$ cat config.mk
export PLATFORM = sky130hd
export DESIGN_NAME = useq_ctrl
export DESIGN_NICKNAME = d
export VERILOG_FILES = /design/src/rtl/useq_pkg.sv /design/src/rtl/useq_store.sv /design/src/rtl/useq_dispatch.sv /design/src/rtl/useq_cond.sv /design/src/rtl/useq_ctrl.sv
export SDC_FILE = /design/constraint.sdc
export NUM_CORES = 1
export LEC_CHECK = 0
export ABC_AREA = 1
export BUFFER_PORTS_ARGS = -buffer_cell sky130_fd_sc_hd__buf_2
export CAP_MARGIN = 20
export CORE_UTILIZATION = 52
export DETAILED_ROUTE_END_ITERATION = 16
export MAX_ROUTING_LAYER = met4
export PLACE_DENSITY_LB_ADDON = 0.25
export SLEW_MARGIN = 20
export SYNTH_ARGS = -nofsm -noshare
export SYNTH_HDL_FRONTEND = slang
export SYNTH_SLANG_ARGS = --single-unit
$ cat constraint.sdc
create_clock -name clk -period 2.5 [get_ports clk]
set_clock_uncertainty 0.15 [all_clocks]
set_input_delay 0.625 -clock clk [delete_from_list [all_inputs] [get_ports clk]]
set_output_delay 0.625 -clock clk [all_outputs]
set_load 0.02 [all_outputs]
$ cat src/rtl/useq_pkg.sv
package useq_pkg;

   localparam int unsigned UA_W = 6;

   typedef enum logic [2:0] {DST_NONE, DST_MAR, DST_MDR, DST_IR, DST_PC, DST_REG} dst_e;
   typedef enum logic [2:0] {SRC_NONE, SRC_PC, SRC_ADS, SRC_REG, SRC_MDR, SRC_T, SRC_DISP} src_e;
   typedef enum logic [2:0] {RS_NONE, RS_R0, RS_R1, RS_R2, RS_R12} rsel_e;
   typedef enum logic [0:0] {MX_REG, MX_BUS} mux_e;
   typedef enum logic [2:0] {AL_NOP, AL_PASS, AL_ADD, AL_SUB, AL_INC} alu_e;
   typedef enum logic [1:0] {MC_IDLE, MC_RD, MC_WR} mem_e;
   typedef enum logic [1:0] {MS_NONE, MS_PCINC, MS_EXC} misc_e;
   typedef enum logic [2:0] {SQ_NEXT, SQ_WAIT, SQ_DECODE, SQ_TEST, SQ_JUMP} seq_e;

   typedef struct packed {
      dst_e            dst;
      src_e            src;
      rsel_e           rsel;
      mux_e            mux;
      alu_e            alu;
      mem_e            mem;
      misc_e           misc;
      seq_e            seq;
      logic [UA_W-1:0] tgt;
   } uword_t;

   // routine entry points in the control store
   localparam int unsigned UA_FETCH  = 0;
   localparam int unsigned UA_LOAD   = 3;
   localparam int unsigned UA_STORE  = 6;
   localparam int unsigned UA_LOADR  = 10;
   localparam int unsigned UA_STORER = 13;
   localparam int unsigned UA_MOV    = 17;
   localparam int unsigned UA_ADD    = 19;
   localparam int unsigned UA_CMP    = 21;
   localparam int unsigned UA_INC    = 22;
   localparam int unsigned UA_JMP    = 24;
   localparam int unsigned UA_JAL    = 26;
   localparam int unsigned UA_JR     = 28;
   localparam int unsigned UA_ADDD   = 29;
   localparam int unsigned UA_EXC    = 34;
   localparam int unsigned CS_DEPTH  = 35;

   function automatic uword_t mk(dst_e d, src_e s, rsel_e r, mux_e m, alu_e a,
                                 mem_e mc, misc_e ms, seq_e sq, int unsigned t);
      uword_t w;
      w.dst  = d;
      w.src  = s;
      w.rsel = r;
      w.mux  = m;
      w.alu  = a;
      w.mem  = mc;
      w.misc = ms;
      w.seq  = sq;
      w.tgt  = UA_W'(t);
      return w;
   endfunction

   // step that only returns to fetch
   function automatic uword_t back();
      return mk(DST_NONE, SRC_NONE, RS_NONE, MX_REG, AL_NOP, MC_IDLE, MS_NONE, SQ_JUMP, UA_FETCH);
   endfunction

   function automatic uword_t plain(dst_e d, src_e s, rsel_e r, seq_e sq);
      return mk(d, s, r, MX_REG, AL_NOP, MC_IDLE, MS_NONE, sq, UA_FETCH);
   endfunction

   function automatic uword_t memw(mem_e mc);
      return mk(DST_NONE, SRC_NONE, RS_NONE, MX_REG, AL_NOP, mc, MS_NONE, SQ_WAIT, UA_FETCH);
   endfunction

   function automatic uword_t aluw(src_e s, rsel_e r, mux_e m, alu_e a, seq_e sq);
      return mk(DST_NONE, s, r, m, a, MC_IDLE, MS_NONE, sq, UA_FETCH);
   endfunction

   function automatic uword_t cs_lookup(int unsigned a);
      case (a)
         0:  return plain(DST_MAR, SRC_PC,  RS_NONE, SQ_NEXT);
         1:  return memw(MC_RD);
         2:  return mk(DST_IR, SRC_MDR, RS_NONE, MX_REG, AL_NOP, MC_IDLE, MS_PCINC, SQ_DECODE, UA_FETCH);
         3:  return plain(DST_MAR, SRC_ADS, RS_NONE, SQ_NEXT);
         4:  return memw(MC_RD);
         5:  return plain(DST_REG, SRC_MDR, RS_R0,   SQ_JUMP);
         6:  return plain(DST_MAR, SRC_ADS, RS_NONE, SQ_NEXT);
         7:  return plain(DST_MDR, SRC_REG, RS_R0,   SQ_NEXT);
         8:  return memw(MC_WR);
         9:  return back();
         10: return plain(DST_MAR, SRC_REG, RS_R1,   SQ_NEXT);
         11: return memw(MC_RD);
         12: return plain(DST_REG, SRC_MDR, RS_R2,   SQ_JUMP);
         13: return plain(DST_MAR, SRC_REG, RS_R2,   SQ_NEXT);
         14: return plain(DST_MDR, SRC_REG, RS_R1,   SQ_NEXT);
         15: return memw(MC_WR);
         16: return back();
         17: return aluw(SRC_NONE, RS_R1,  MX_REG, AL_PASS, SQ_NEXT);
         18: return plain(DST_REG, SRC_T,   RS_R2,   SQ_JUMP);
         19: return aluw(SRC_NONE, RS_R12, MX_REG, AL_ADD,  SQ_NEXT);
         20: return plain(DST_REG, SRC_T,   RS_R1,   SQ_JUMP);
         21: return aluw(SRC_NONE, RS_R12, MX_REG, AL_SUB,  SQ_JUMP);
         22: return aluw(SRC_NONE, RS_R1,  MX_REG, AL_INC,  SQ_NEXT);
         23: return plain(DST_REG, SRC_T,   RS_R1,   SQ_JUMP);
         24: return plain(DST_NONE, SRC_NONE, RS_NONE, SQ_TEST);
         25: return plain(DST_PC,  SRC_ADS, RS_NONE, SQ_JUMP);
         26: return plain(DST_REG, SRC_PC,  RS_R0,   SQ_NEXT);
         27: return plain(DST_PC,  SRC_ADS, RS_NONE, SQ_JUMP);
         28: return plain(DST_PC,  SRC_REG, RS_R1,   SQ_JUMP);
         29: return aluw(SRC_DISP, RS_R2,  MX_BUS, AL_ADD,  SQ_NEXT);
         30: return plain(DST_MAR, SRC_T,   RS_NONE, SQ_NEXT);
         31: return memw(MC_RD);
         32: return aluw(SRC_MDR,  RS_R1,  MX_BUS, AL_ADD,  SQ_NEXT);
         33: return plain(DST_REG, SRC_T,   RS_R1,   SQ_JUMP);
         34: return mk(DST_NONE, SRC_NONE, RS_NONE, MX_REG, AL_NOP, MC_IDLE, MS_EXC, SQ_JUMP, UA_FETCH);
         default: return back();
      endcase
   endfunction

   // primary opcode entry; the all-ones opcode is resolved through the xop table
   function automatic int unsigned op_entry(int unsigned op);
      case (op)
         0: return UA_LOAD;
         1: return UA_STORE;
         2: return UA_JMP;
         3: return UA_JAL;
         default: return UA_EXC;
      endcase
   endfunction

   function automatic int unsigned xop_entry(int unsigned xop);
      case (xop)
         0: return UA_MOV;
         1: return UA_LOADR;
         2: return UA_STORER;
         3: return UA_ADD;
         4: return UA_CMP;
         5: return UA_INC;
         6: return UA_JR;
         7: return UA_ADDD;
         default: return UA_EXC;
      endcase
   endfunction

endpackage

$ cat src/rtl/useq_store.sv
module useq_store
   import useq_pkg::*;
#(
   parameter int unsigned DEPTH = CS_DEPTH,
   parameter bit          TABLE = 1'b1
) (
   input  logic [UA_W-1:0] addr_i,
   output uword_t          word_o
);

   localparam logic [UA_W-1:0] LAST = UA_W'(DEPTH - 1);

   generate
      if (TABLE) begin : g_table
         uword_t rom [DEPTH];
         for (genvar i = 0; i < DEPTH; i++) begin : g_fill
            assign rom[i] = cs_lookup(i);
         end
         assign word_o = (addr_i <= LAST) ? rom[addr_i] : back();
      end else begin : g_direct
         assign word_o = cs_lookup({{(32-UA_W){1'b0}}, addr_i});
      end
   endgenerate

endmodule

$ cat src/rtl/useq_dispatch.sv
module useq_dispatch
   import useq_pkg::*;
#(
   parameter int unsigned OP_W  = 3,
   parameter int unsigned XOP_W = 4
) (
   input  logic [OP_W-1:0]  op_i,
   input  logic [XOP_W-1:0] xop_i,
   output logic [UA_W-1:0]  tgt_o
);

   localparam int unsigned N_OP  = 1 << OP_W;
   localparam int unsigned N_XOP = 1 << XOP_W;
   localparam logic [OP_W-1:0] OP_EXT = '1;

   logic [UA_W-1:0] op_tab  [N_OP];
   logic [UA_W-1:0] xop_tab [N_XOP];

   generate
      for (genvar i = 0; i < N_OP; i++) begin : g_op
         assign op_tab[i] = UA_W'(op_entry(i));
      end
      for (genvar j = 0; j < N_XOP; j++) begin : g_xop
         assign xop_tab[j] = UA_W'(xop_entry(j));
      end
   endgenerate

   assign tgt_o = (op_i == OP_EXT) ? xop_tab[xop_i] : op_tab[op_i];

endmodule

$ cat src/rtl/useq_cond.sv
module useq_cond #(
   parameter int unsigned CC_W = 3
) (
   input  logic [CC_W-1:0] code_i,
   input  logic            z_i,
   input  logic            s_i,
   output logic            ok_o
);

   logic [31:0] code;
   assign code = 32'(code_i);

   always_comb begin
      case (code)
         0:       ok_o = 1'b1;
         1:       ok_o = z_i;
         2:       ok_o = ~z_i;
         3:       ok_o = s_i;
         4:       ok_o = s_i | z_i;
         5:       ok_o = ~s_i | ~z_i;
         6:       ok_o = ~s_i;
         default: ok_o = 1'b0;
      endcase
   end

endmodule

$ cat src/rtl/useq_ctrl.sv
module useq_ctrl
   import useq_pkg::*;
#(
   parameter int unsigned OP_W     = 3,
   parameter int unsigned XOP_W    = 4,
   parameter int unsigned CC_W     = 3,
   parameter bit          CS_TABLE = 1'b1
) (
   input  logic             clk,
   input  logic             rst_n,
   input  logic [OP_W-1:0]  ir_op_i,
   input  logic [XOP_W-1:0] ir_xop_i,
   input  logic [CC_W-1:0]  ir_cc_i,
   input  logic             flag_z_i,
   input  logic             flag_s_i,
   input  logic             mem_rdy_i,
   output logic [UA_W-1:0]  uaddr_o,
   output logic [2:0]       dst_o,
   output logic [2:0]       src_o,
   output logic [2:0]       rsel_o,
   output logic             opmux_o,
   output logic [2:0]       alu_o,
   output logic [1:0]       mem_o,
   output logic             pc_inc_o,
   output logic             exc_o
);

   generate
      if (OP_W < 3) begin : g_bad_op
         $error("useq_ctrl: OP_W must be at least 3");
      end
      if (XOP_W < 4) begin : g_bad_xop
         $error("useq_ctrl: XOP_W must be at least 4");
      end
      if (CC_W < 3) begin : g_bad_cc
         $error("useq_ctrl: CC_W must be at least 3");
      end
      if ((1 << UA_W) < CS_DEPTH) begin : g_bad_ua
         $error("useq_ctrl: micro-address too narrow for the control store");
      end
   endgenerate

   logic [UA_W-1:0] upc_q, upc_d, disp_tgt;
   logic            exc_q, cc_ok;
   uword_t          w;

   useq_store #(.DEPTH(CS_DEPTH), .TABLE(CS_TABLE)) u_store (
      .addr_i (upc_q),
      .word_o (w)
   );

   useq_dispatch #(.OP_W(OP_W), .XOP_W(XOP_W)) u_disp (
      .op_i  (ir_op_i),
      .xop_i (ir_xop_i),
      .tgt_o (disp_tgt)
   );

   useq_cond #(.CC_W(CC_W)) u_cond (
      .code_i (ir_cc_i),
      .z_i    (flag_z_i),
      .s_i    (flag_s_i),
      .ok_o   (cc_ok)
   );

   always_comb begin
      case (w.seq)
         SQ_NEXT:   upc_d = upc_q + 1'b1;
         SQ_WAIT:   upc_d = mem_rdy_i ? upc_q + 1'b1 : upc_q;
         SQ_DECODE: upc_d = disp_tgt;
         SQ_TEST:   upc_d = cc_ok ? upc_q + 1'b1 : w.tgt;
         SQ_JUMP:   upc_d = w.tgt;
         default:   upc_d = UA_W'(UA_FETCH);
      endcase
   end

   always_ff @(posedge clk or negedge rst_n) begin
      if (!rst_n) begin
         upc_q <= UA_W'(UA_FETCH);
         exc_q <= 1'b0;
      end else begin
         upc_q <= upc_d;
         if (w.misc == MS_EXC) exc_q <= 1'b1;
      end
   end

   assign uaddr_o  = upc_q;
   assign dst_o    = w.dst;
   assign src_o    = w.src;
   assign rsel_o   = w.rsel;
   assign opmux_o  = w.mux;
   assign alu_o    = w.alu;
   assign mem_o    = w.mem;
   assign pc_inc_o = (w.misc == MS_PCINC);
   assign exc_o    = exc_q;

endmodule

# ---- Yosys cells after proc, flatten, opt, wreduce, memory -nomap -nowiden
# Memories as Yosys holds them, arrays and structs flattened.
# Cells that the tools add are included.
dict set report word_totals {
  reg_bits 7
  rom_bits 1808
  input_bits 15
  output_inout_bits 23
  wordCells 45
  mem_count 3
}
dict set report op_classes {
  add_sub_neg 1
  n_lt_le_gt_ge 4
  eq_ne 14
  n_mux 12
  bitwise_logic 7
  reduce_logical 2
}
# name depth word_bits rd rd_clocked_by_memory_dff write_ports line_no
set mem_list {}
lappend mem_list {{(name not given)} 64 26 1 0 0 useq_store.sv:19} ;# assign word_o = (addr_i <= LAST) ? rom[addr_i] : back();
lappend mem_list {{(name not given)} 16 6 1 0 0 useq_dispatch.sv:28} ;# assign tgt_o = (op_i == OP_EXT) ? xop_tab[xop_i] : op_tab[op_i];
lappend mem_list {{(name not given)} 8 6 1 0 0 useq_dispatch.sv:28}
# op count
set ops {}
lappend ops {{$mux W26} 3}
lappend ops {{$mux W6} 7}
lappend ops {{$logic_not A32 Y1} 1}
lappend ops {{$pmux W6 S5} 1}
lappend ops {{$eq A3 B3 Y1 const B} 5}
lappend ops {{$eq A3 B2 Y1 const B} 4}
lappend ops {{$ge A7 B7 Y1 const B} 1}
lappend ops {{$not A6 Y7} 1}
lappend ops {{$pmux W1 S7} 1}
lappend ops {{$add A6 B1 Y6 const B} 1}
lappend ops {{$eq A3 B1 Y1 const B} 2}
lappend ops {{$le A6 B6 Y1 const B} 1}
lappend ops {{$ge A5 B5 Y1 const B} 1}
lappend ops {{$not A4 Y5} 1}
lappend ops {{$ge A4 B4 Y1 const B} 1}
lappend ops {{$not A3 Y4} 1}
lappend ops {{$logic_not A3 Y1} 1}
lappend ops {{$eq A2 B1 Y1 const B} 1}
lappend ops {{$eq A2 B2 Y1 const B} 1}
lappend ops {{$ne A2 B2 Y1 const B} 1}
lappend ops {{$not A1 Y1} 2}
lappend ops {{$or A1 B1 Y1} 2}

# ---- Depth between registers and ports, before layout
# Gate-level depths: netlist (run 1).
dict set report logic_depth {
  depth_word 7
  ltp_mapped 14
  ltp_nobuf 14
}

# ---- By module
# Synthesis (run 1) repeated with hierarchy kept, for this count alone.
dict set report hier_totals {
  hier_cells 291
  hier_area_um2 1515.2
}
# mod instances cells_per_inst area_per_inst_um2 seq_area_each_um2
set by_module_without_submodules {}
lappend by_module_without_submodules {useq_store 1 153 744.5 0.0}
lappend by_module_without_submodules {useq_ctrl 1 83 516.7 175.2}
lappend by_module_without_submodules {useq_dispatch 1 36 180.2 0.0}
lappend by_module_without_submodules {useq_cond 1 19 73.8 0.0}

# ---- Worst setup path after synthesis (run 1)
# OpenSTA, ideal clock, no wires.
dict set report synth_path {
  kind {register to output}
  start {reg upc_q[0] (netlist: uaddr_o[0])}
  end {out src_o[0]}
  arrival_ps 2007
  t_required_ps 1725
  setup_slack_ps -282
  path_stages_with_launch 8
  path_buffers 0
  path_cell_list {dfrtp_1 > inv_1 > ha_1 > nand2_1 > o21ai_0 > nand3_1 > o21ai_0 > a211oi_1}
}
dict set report synth_via {
  elab_chain_len 5
  word_cells_on_any_way 6
  cone_classes {1 x order compare; 3 x mux; 1 x bitwise; 1 x memory}
}
# item line_no
set synth_rtl {}
lappend synth_rtl {{start, declared} useq_ctrl.sv:43} ;# logic [UA_W-1:0] upc_q, upc_d, disp_tgt;
lappend synth_rtl {{start signal, assigned} useq_ctrl.sv:78} ;# upc_q <= UA_W'(UA_FETCH);
lappend synth_rtl {{start signal, assigned} useq_ctrl.sv:81} ;# upc_q <= upc_d;
lappend synth_rtl {{$not A6 Y7 (implied by the code)} useq_store.sv:19}
lappend synth_rtl {{$mem_v2 Z64 W26} -}
lappend synth_rtl {{$mux W26 (implied by the code) (2 in series)} useq_store.sv:19}
lappend synth_rtl {{$mux W26 *} useq_store.sv:19}
lappend synth_rtl {{end, declared} useq_ctrl.sv:19} ;# output logic [2:0] src_o,
# Every way passes the cells marked *; elsewhere a longest branch is shown, timed or not. The select of a mux whose other input is x is not followed.

# ---- Worst setup path after layout (run 1)
dict set report layout_path {
  start {reg upc_q[2] (netlist: uaddr_o[2])}
  end {out dst_o[0]}
}
dict set report layout_via {
  elab_chain_len 5
  word_cells_on_any_way 6
  cone_classes {1 x order compare; 3 x mux; 1 x bitwise; 1 x memory}
}
# item line_no
set layout_rtl {}
lappend layout_rtl {{$not A6 Y7 (implied by the code)} useq_store.sv:19}
lappend layout_rtl {{$mem_v2 Z64 W26} -}
lappend layout_rtl {{$mux W26 (implied by the code) (2 in series)} useq_store.sv:19}
lappend layout_rtl {{$mux W26 *} useq_store.sv:19}
lappend layout_rtl {{end, declared} useq_ctrl.sv:18} ;# output logic [2:0] dst_o,
# Marked as above.

==> results.tsv, run 1 <==
metric	value	unit
max_stage_delay	0.46	ns
clock_sinks	7	
mostFrequentLayoutCells	55 x nand2_1, 33 x buf_4, 28 x buf_2, 23 x nor2_1, 21 x nand3_1	
synth_cell_types	35	
holdWs	0.0212	ns
stdcell_count	317	
dp.cells	296	
synth_warnings	0	
synth_edf_count	0	
p_total	2.69	mW
via_per_inst	5.99	
synth_compound_area_frac	0.194	
hpwl	3100	um
antenna_found_initial	0	
cts_buffers	3	
synthAdderAreaFrac	0.0941	
synth_top_family_by_area	simple AND/OR/NAND/NOR gates	
synth_fp_nets	249	
synth-simple-area-share	0.449	
violations	setup timing	
coreArea	0.00232	sq mm
drive_gt1_frac	0.460	
cts_hold_buf	0	
worst_pin_slew	0.449	ns
required	1.73	ns
irDropWorstVdd	0.968	mV
path_cells	buf_4 -> nor2_1 -> nand2_1 -> nand2_4 -> a21oi_2 -> a211oi_2 -> buf_4	
grt_max_degree	17	
clkLatencyLatePin	0.28	ns
syn_inst	224	
synthMuxAreaShare	0	
drv_cap	0	
syn_to_final_growth	51.8	%
slowest_stage	dfrtp_2	
die_w	52.6	um
cp_data_arrival_time	1.85	ns
htreeDepth	1	
max_freq	0.381	GHz
cp_top_family	simple AND/OR/NAND/NOR gates	
synth-seq-cells	7	
clk_path_buf_depth	2	
final_area	0.00202	sq mm
cts_root_buf	clkbuf_4	
avgSynthCellArea	5.94	sq um
fp.dieH	52.6	um
status	complete, but fails checks	
die_area	0.00276	sq mm
powerDensity	1330	mW/mm^2
seq_area_frac_synth	0.132	
rows	17	
final.min_clock_period	2.63	ns
route.detailed.drc	0	
finalHoldViolCount	0	
crit_path_frequent_cell	buf_4	
postLayoutCoreUtil	0.871	
place_area	0.00162	sq mm
drtIter0Drc	156	
period_share	1.05	
setup_slack	-0.125	ns
synth_top_cell_area_share	0.169	
fin_nets	315	
start_util	0.574	
gr-total-overflow	0	
grt_pass1_wl	7160	um
max-slew-margin-rel	0.697	
r2r_slack	0.20	ns
hold_path_class	input port to asynchronous set/reset pin	
post_drt_wl_per_cell	17.5	um
slew_violations	0	
port_buffers	37	
yosys.area.top_type	nand2_1	
startpoint_type	flop	
synth_xor_area_frac	0.0132	
rsz0062_at_grt	true	
cts_tree	built	
worstRegToRegCells	14	
cp_num_cells	7	
routed_wl	5550	um
postRouteAntennaNets	0	
synth_ff_type	dfrtp_1	
critPathKind	flop to primary output	
io_pins	38	
place_congestion	1.02	
synthTopCellsByArea	nand2_1 17%, dfrtp_1 13%, ha_1 9.4%	
crit_buf_inv	2	
async_reset_ff_frac	1.00	
num_antenna_cells	0	
leakagePower	1.03	nW
synth_area	0.00133	sq mm
first_global_vias	1574	
path_max_fanout	5	
mostFrequentLayoutCell	nand2_1	
clk_pin_slew_worst_paths	0.06	ns
setup_violations	11	
end_kind	primary output	
grt_usage	0.369	
first_pass_iters	5	
num_vias	1899	
==> repair_timing <==
action / CTS / global route
resized for setup: 32 / 38
pin swaps: 4 / 13
hold endpoints to repair: 0 / 0
setup buffers: 6 / 11
setup endpoints to repair: 10 / 12
==> final timing paths <==
kind	from	to
setup reg to reg	uaddr_o[2]	uaddr_o[2]
hold reg to reg	exc_o	exc_o
setup / recovery	uaddr_o[2]	dst_o[0]
max in group asynchronous	rst_n	uaddr_o[3]
hold / removal	rst_n	uaddr_o[5]
min in group clk	exc_o	exc_o
==> power breakdown <==
| part | switching (mW) | internal, mW | total [mW] |
|---|---|---|---|
| clock network | 0.0555 | 0.0618 | 0.117 |
| registers | 0.0803 | 0.162 | 0.243 |
| logic | 1.39 | 0.944 | 2.33 |
==> flip-flops by register name (all words and copies together), names as in the netlist <==
| signal | cells |
|---|---|
| uaddr_o | 6 |
| exc_o | 1 |
==> area by class of cell <==
| class | instances | area [sq um] |
|---|---|---|
| multi-input cells | 182 | 1200 |
| repair buffers | 67 | 464 |
| clock buffers | 4 | 26.3 |
| flip-flops and latches | 7 | 181 |
| well taps | 28 | 35.0 |
| fillers | 131 | 299 |
| inverters | 29 | 113 |
==> stage by stage <==
stage | setup TNS, ns | setup slack (ns)
floorplan | 0 | 0.0306
global placement | 0 | 0.0891
detailed placement | 0 | 0.0589
CTS | 0 | 0.000111
global route | -2.13 | -0.320
finish | -0.861 | -0.125
==> Yosys cell counts, types with 3 or more instances <==
cell	count
a211oi_1	5
a21oi_1	10
buf_6	3
dfrtp_1	7
ha_1	10
inv_1	24
inv_2	3
nand2_1	60
nand2_2	7
nand3_1	22
nor2_1	25
nor2_2	4
nor3_1	3
o21ai_0	15
==> layer usage <==
| metal | vias to the layer above | wire (um) | GRT usage |
|---|---|---|---|
| met5 | - | 0 | - |
| met4 | 0 | 306 | 0.175 |
| met3 | 39 | 623 | 0.0899 |
| met2 | 153 | 2550 | 0.568 |
| met1 | 837 | 2070 | 0.450 |
| li1 | 870 | - | - |
==> cells by family after synthesis <==
family / after synthesis
adders and majority gates: 10
DFF: 7
AOI/OAI and AO/OA: 42
and+or+nand+nor: 128
xor gates and xnor gates: 2
buffers and inverters: 35
(Power assumes the default switching activity.)
==> inputs of run 2 (changes only) <==
- CORE_ASPECT_RATIO: default -> 1.5
- CTS_CLUSTER_SIZE: default -> 40
==> run 2 against run 1 <==
Against the previous run: the run ends with DRC, setup timing left; largest power group unchanged; die area increased by 0.15%; via count decreased by 0.37%; total power decreased by 0.45%; sequential cell count unchanged; non-clock buffer count increased by 4; cell count unchanged.
==> results.tsv, run 2 (synthesis results as in run 1) <==
metric	value	unit	change
status	complete, but fails checks		unchanged
violations	DRC, setup timing		was setup timing
max_freq	0.388	GHz	was 0.381 GHz
irDropWorstVdd	0.795	mV	was 0.968 mV
rsz0062_at_grt	true		unchanged
clkLatencyLatePin	0.26	ns	was 0.28 ns
route.detailed.drc	1		was 0
worstRegToRegCells	16		was 14
io_pins	38		unchanged
place_congestion	0.956		was 1.02
worst_pin_slew	0.363	ns	was 0.449 ns
cp-startpoint	uaddr_o[2]		unchanged
mostFrequentLayoutCells	52 x nand2_1, 36 x buf_4, 29 x buf_2, 21 x nor2_1, 19 x inv_1		was 55 x nand2_1, 33 x buf_4, 28 x buf_2, 23 x nor2_1, 21 x nand3_1
postLayoutCoreUtil	0.849		was 0.871
cts_hold_buf	0		unchanged
antenna_found_initial	0		unchanged
grt_pass1_wl	7400	um	was 7160 um
finalHoldViolCount	0		unchanged
cts_buffers	3		unchanged
cts_root_buf	clkbuf_4		unchanged
period_share	1.03		was 1.05
hold_path_class	input port to asynchronous set/reset pin		unchanged
via_per_inst	5.97		was 5.99
end_kind	primary output		unchanged
hpwl	3360	um	was 3100 um
rows	22		was 17
register_area	181	sq um	unchanged
die_w	43.3	um	was 52.6 um
fp.dieH	63.9	um	was 52.6 um
routed_wl	5310	um	was 5550 um
htreeDepth	1		unchanged
port_buffers	37		unchanged
place_area	0.00164	sq mm	was 0.00162 sq mm
cp_data_arrival_time	1.81	ns	was 1.85 ns
max-slew-margin-rel	0.755		was 0.697
startpoint_type	flop		unchanged
clk_pin_slew_worst_paths	0.05	ns	was 0.06 ns
slew_violations	0		unchanged
powerDensity	1300	mW/mm^2	was 1330 mW/mm^2
mostFrequentLayoutCell	nand2_1		unchanged
postRouteAntennaNets	0		unchanged
cp-endpoint	opmux_o		was dst_o[0]
r2r_end	uaddr_o[2]		unchanged
place_ws	0.0852	ns	was 0.0589 ns
setup_violations	5		was 11
p_total	2.68	mW	was 2.69 mW
setup_slack	-0.0806	ns	was -0.125 ns
r2r_start	uaddr_o[0]		was uaddr_o[2]
clk_path_buf_depth	2		unchanged
required	1.73	ns	about the same
leakagePower	1.06	nW	was 1.03 nW
fin_nets	319		was 315
drtIter0Drc	122		was 156
num_antenna_cells	0		unchanged
post_drt_wl_per_cell	16.7	um	was 17.5 um
syn_to_final_growth	54.7	%	was 51.8%
path_max_fanout	6		was 5
drive_gt1_frac	0.488		was 0.460
critPathKind	flop to primary output		unchanged
drv_cap	0		unchanged
final.min_clock_period	2.58	ns	was 2.63 ns
largest_reg_flops	6		unchanged
clock_sinks	7		unchanged
coreArea	0.00242	sq mm	was 0.00232 sq mm
gr-total-overflow	0		unchanged
start_util	0.549		was 0.574
grt_usage	0.355		was 0.369
multi_input_area	0.00122	sq mm	was 0.00120 sq mm
n_fill_cell	159		was 131
first_pass_iters	11		was 5
grt_max_degree	15		was 17
die_area	0.00277	sq mm	was 0.00276 sq mm
r2r_slack	0.28	ns	was 0.20 ns
num_vias	1892		was 1899
final_area	0.00206	sq mm	was 0.00202 sq mm
cts_tree	built		unchanged
first_global_vias	1769		was 1574
tns	-0.201	ns	was -0.861 ns
==> run 2: cell count changes in the layout (fill, tap and decap cells not counted), moves of 2 or more <==
cell / delta
nand2_2: +4
buf_4: +3
nand2_1: -3
nand3_1: -3
nand3_2: +3
nor2_2: +3
o21ai_1: +3
o21ai_2: -3
nor2_1: -2
==> run 2: what timing repair did <==
action / 4_1_cts / 5_1_grt
hold endpoints to repair: 0 / 0
setup endpoints to repair: 8 / 12
pin swaps: 7 / 14
gates resized for setup: 36 / 38
setup buffers: 8 / 10
==> run 2: cell type report <==
cell class	count	share of cell area
multi-input cells	182	0.595
repair buffers	71	0.235
flip-flops and latches	7	0.0882
inverters	29	0.0547
well taps	24	0.0146
clock buffers	4	0.0128
==> run 2: worst min-delay path by stage <==
| stage | end | slack, ns | cells after the start |
|---|---|---|---|
| floorplan | exc_o | 0.18 | 0 |
| global placement | uaddr_o[3] | 0.31 | 1 |
| detailed placement | exc_o | 0.30 | 1 |
| CTS | exc_o | 0.04 | 1 |
| global route | exc_o | 0.03 | 1 |
| finish | exc_o | 0.03 | 1 |
==> run 2: metrics by stage <==
step	hold slack, ns	instances
6_report	0.0342	317
5_1_grt	0.0349	317
4_1_cts	0.0368	307
3_5_place_dp	0.302	295
3_3_place_gp	0.309	295
2_1_floorplan	0.179	224
==> run 2: layer usage <==
metal,share of wire,track usage
met1,0.36,0.346
met2,0.53,0.642
met3,0.062,0.0480
met4,0.050,0.205
met5,0,-
==> run 2: worst max-delay path, stage by stage, from the launching register on <==
cell	delay, ns
dfrtp_2	0.45
buf_4	0.19
nor2_2	0.18
nand2_1	0.12
nand2_4	0.13
nand2_2	0.06
nand2_2	0.08
inv_2	0.06
nor2_2	0.12
buf_4	0.15
==> run 2: where the power goes <==
part	total, mW	switching [mW]	internal, mW	leakage [nW]
Combinational	2.34	1.38	0.965	0.957
Clock	0.107	0.0457	0.0611	0.0150
Sequential	0.231	0.0690	0.162	0.0828
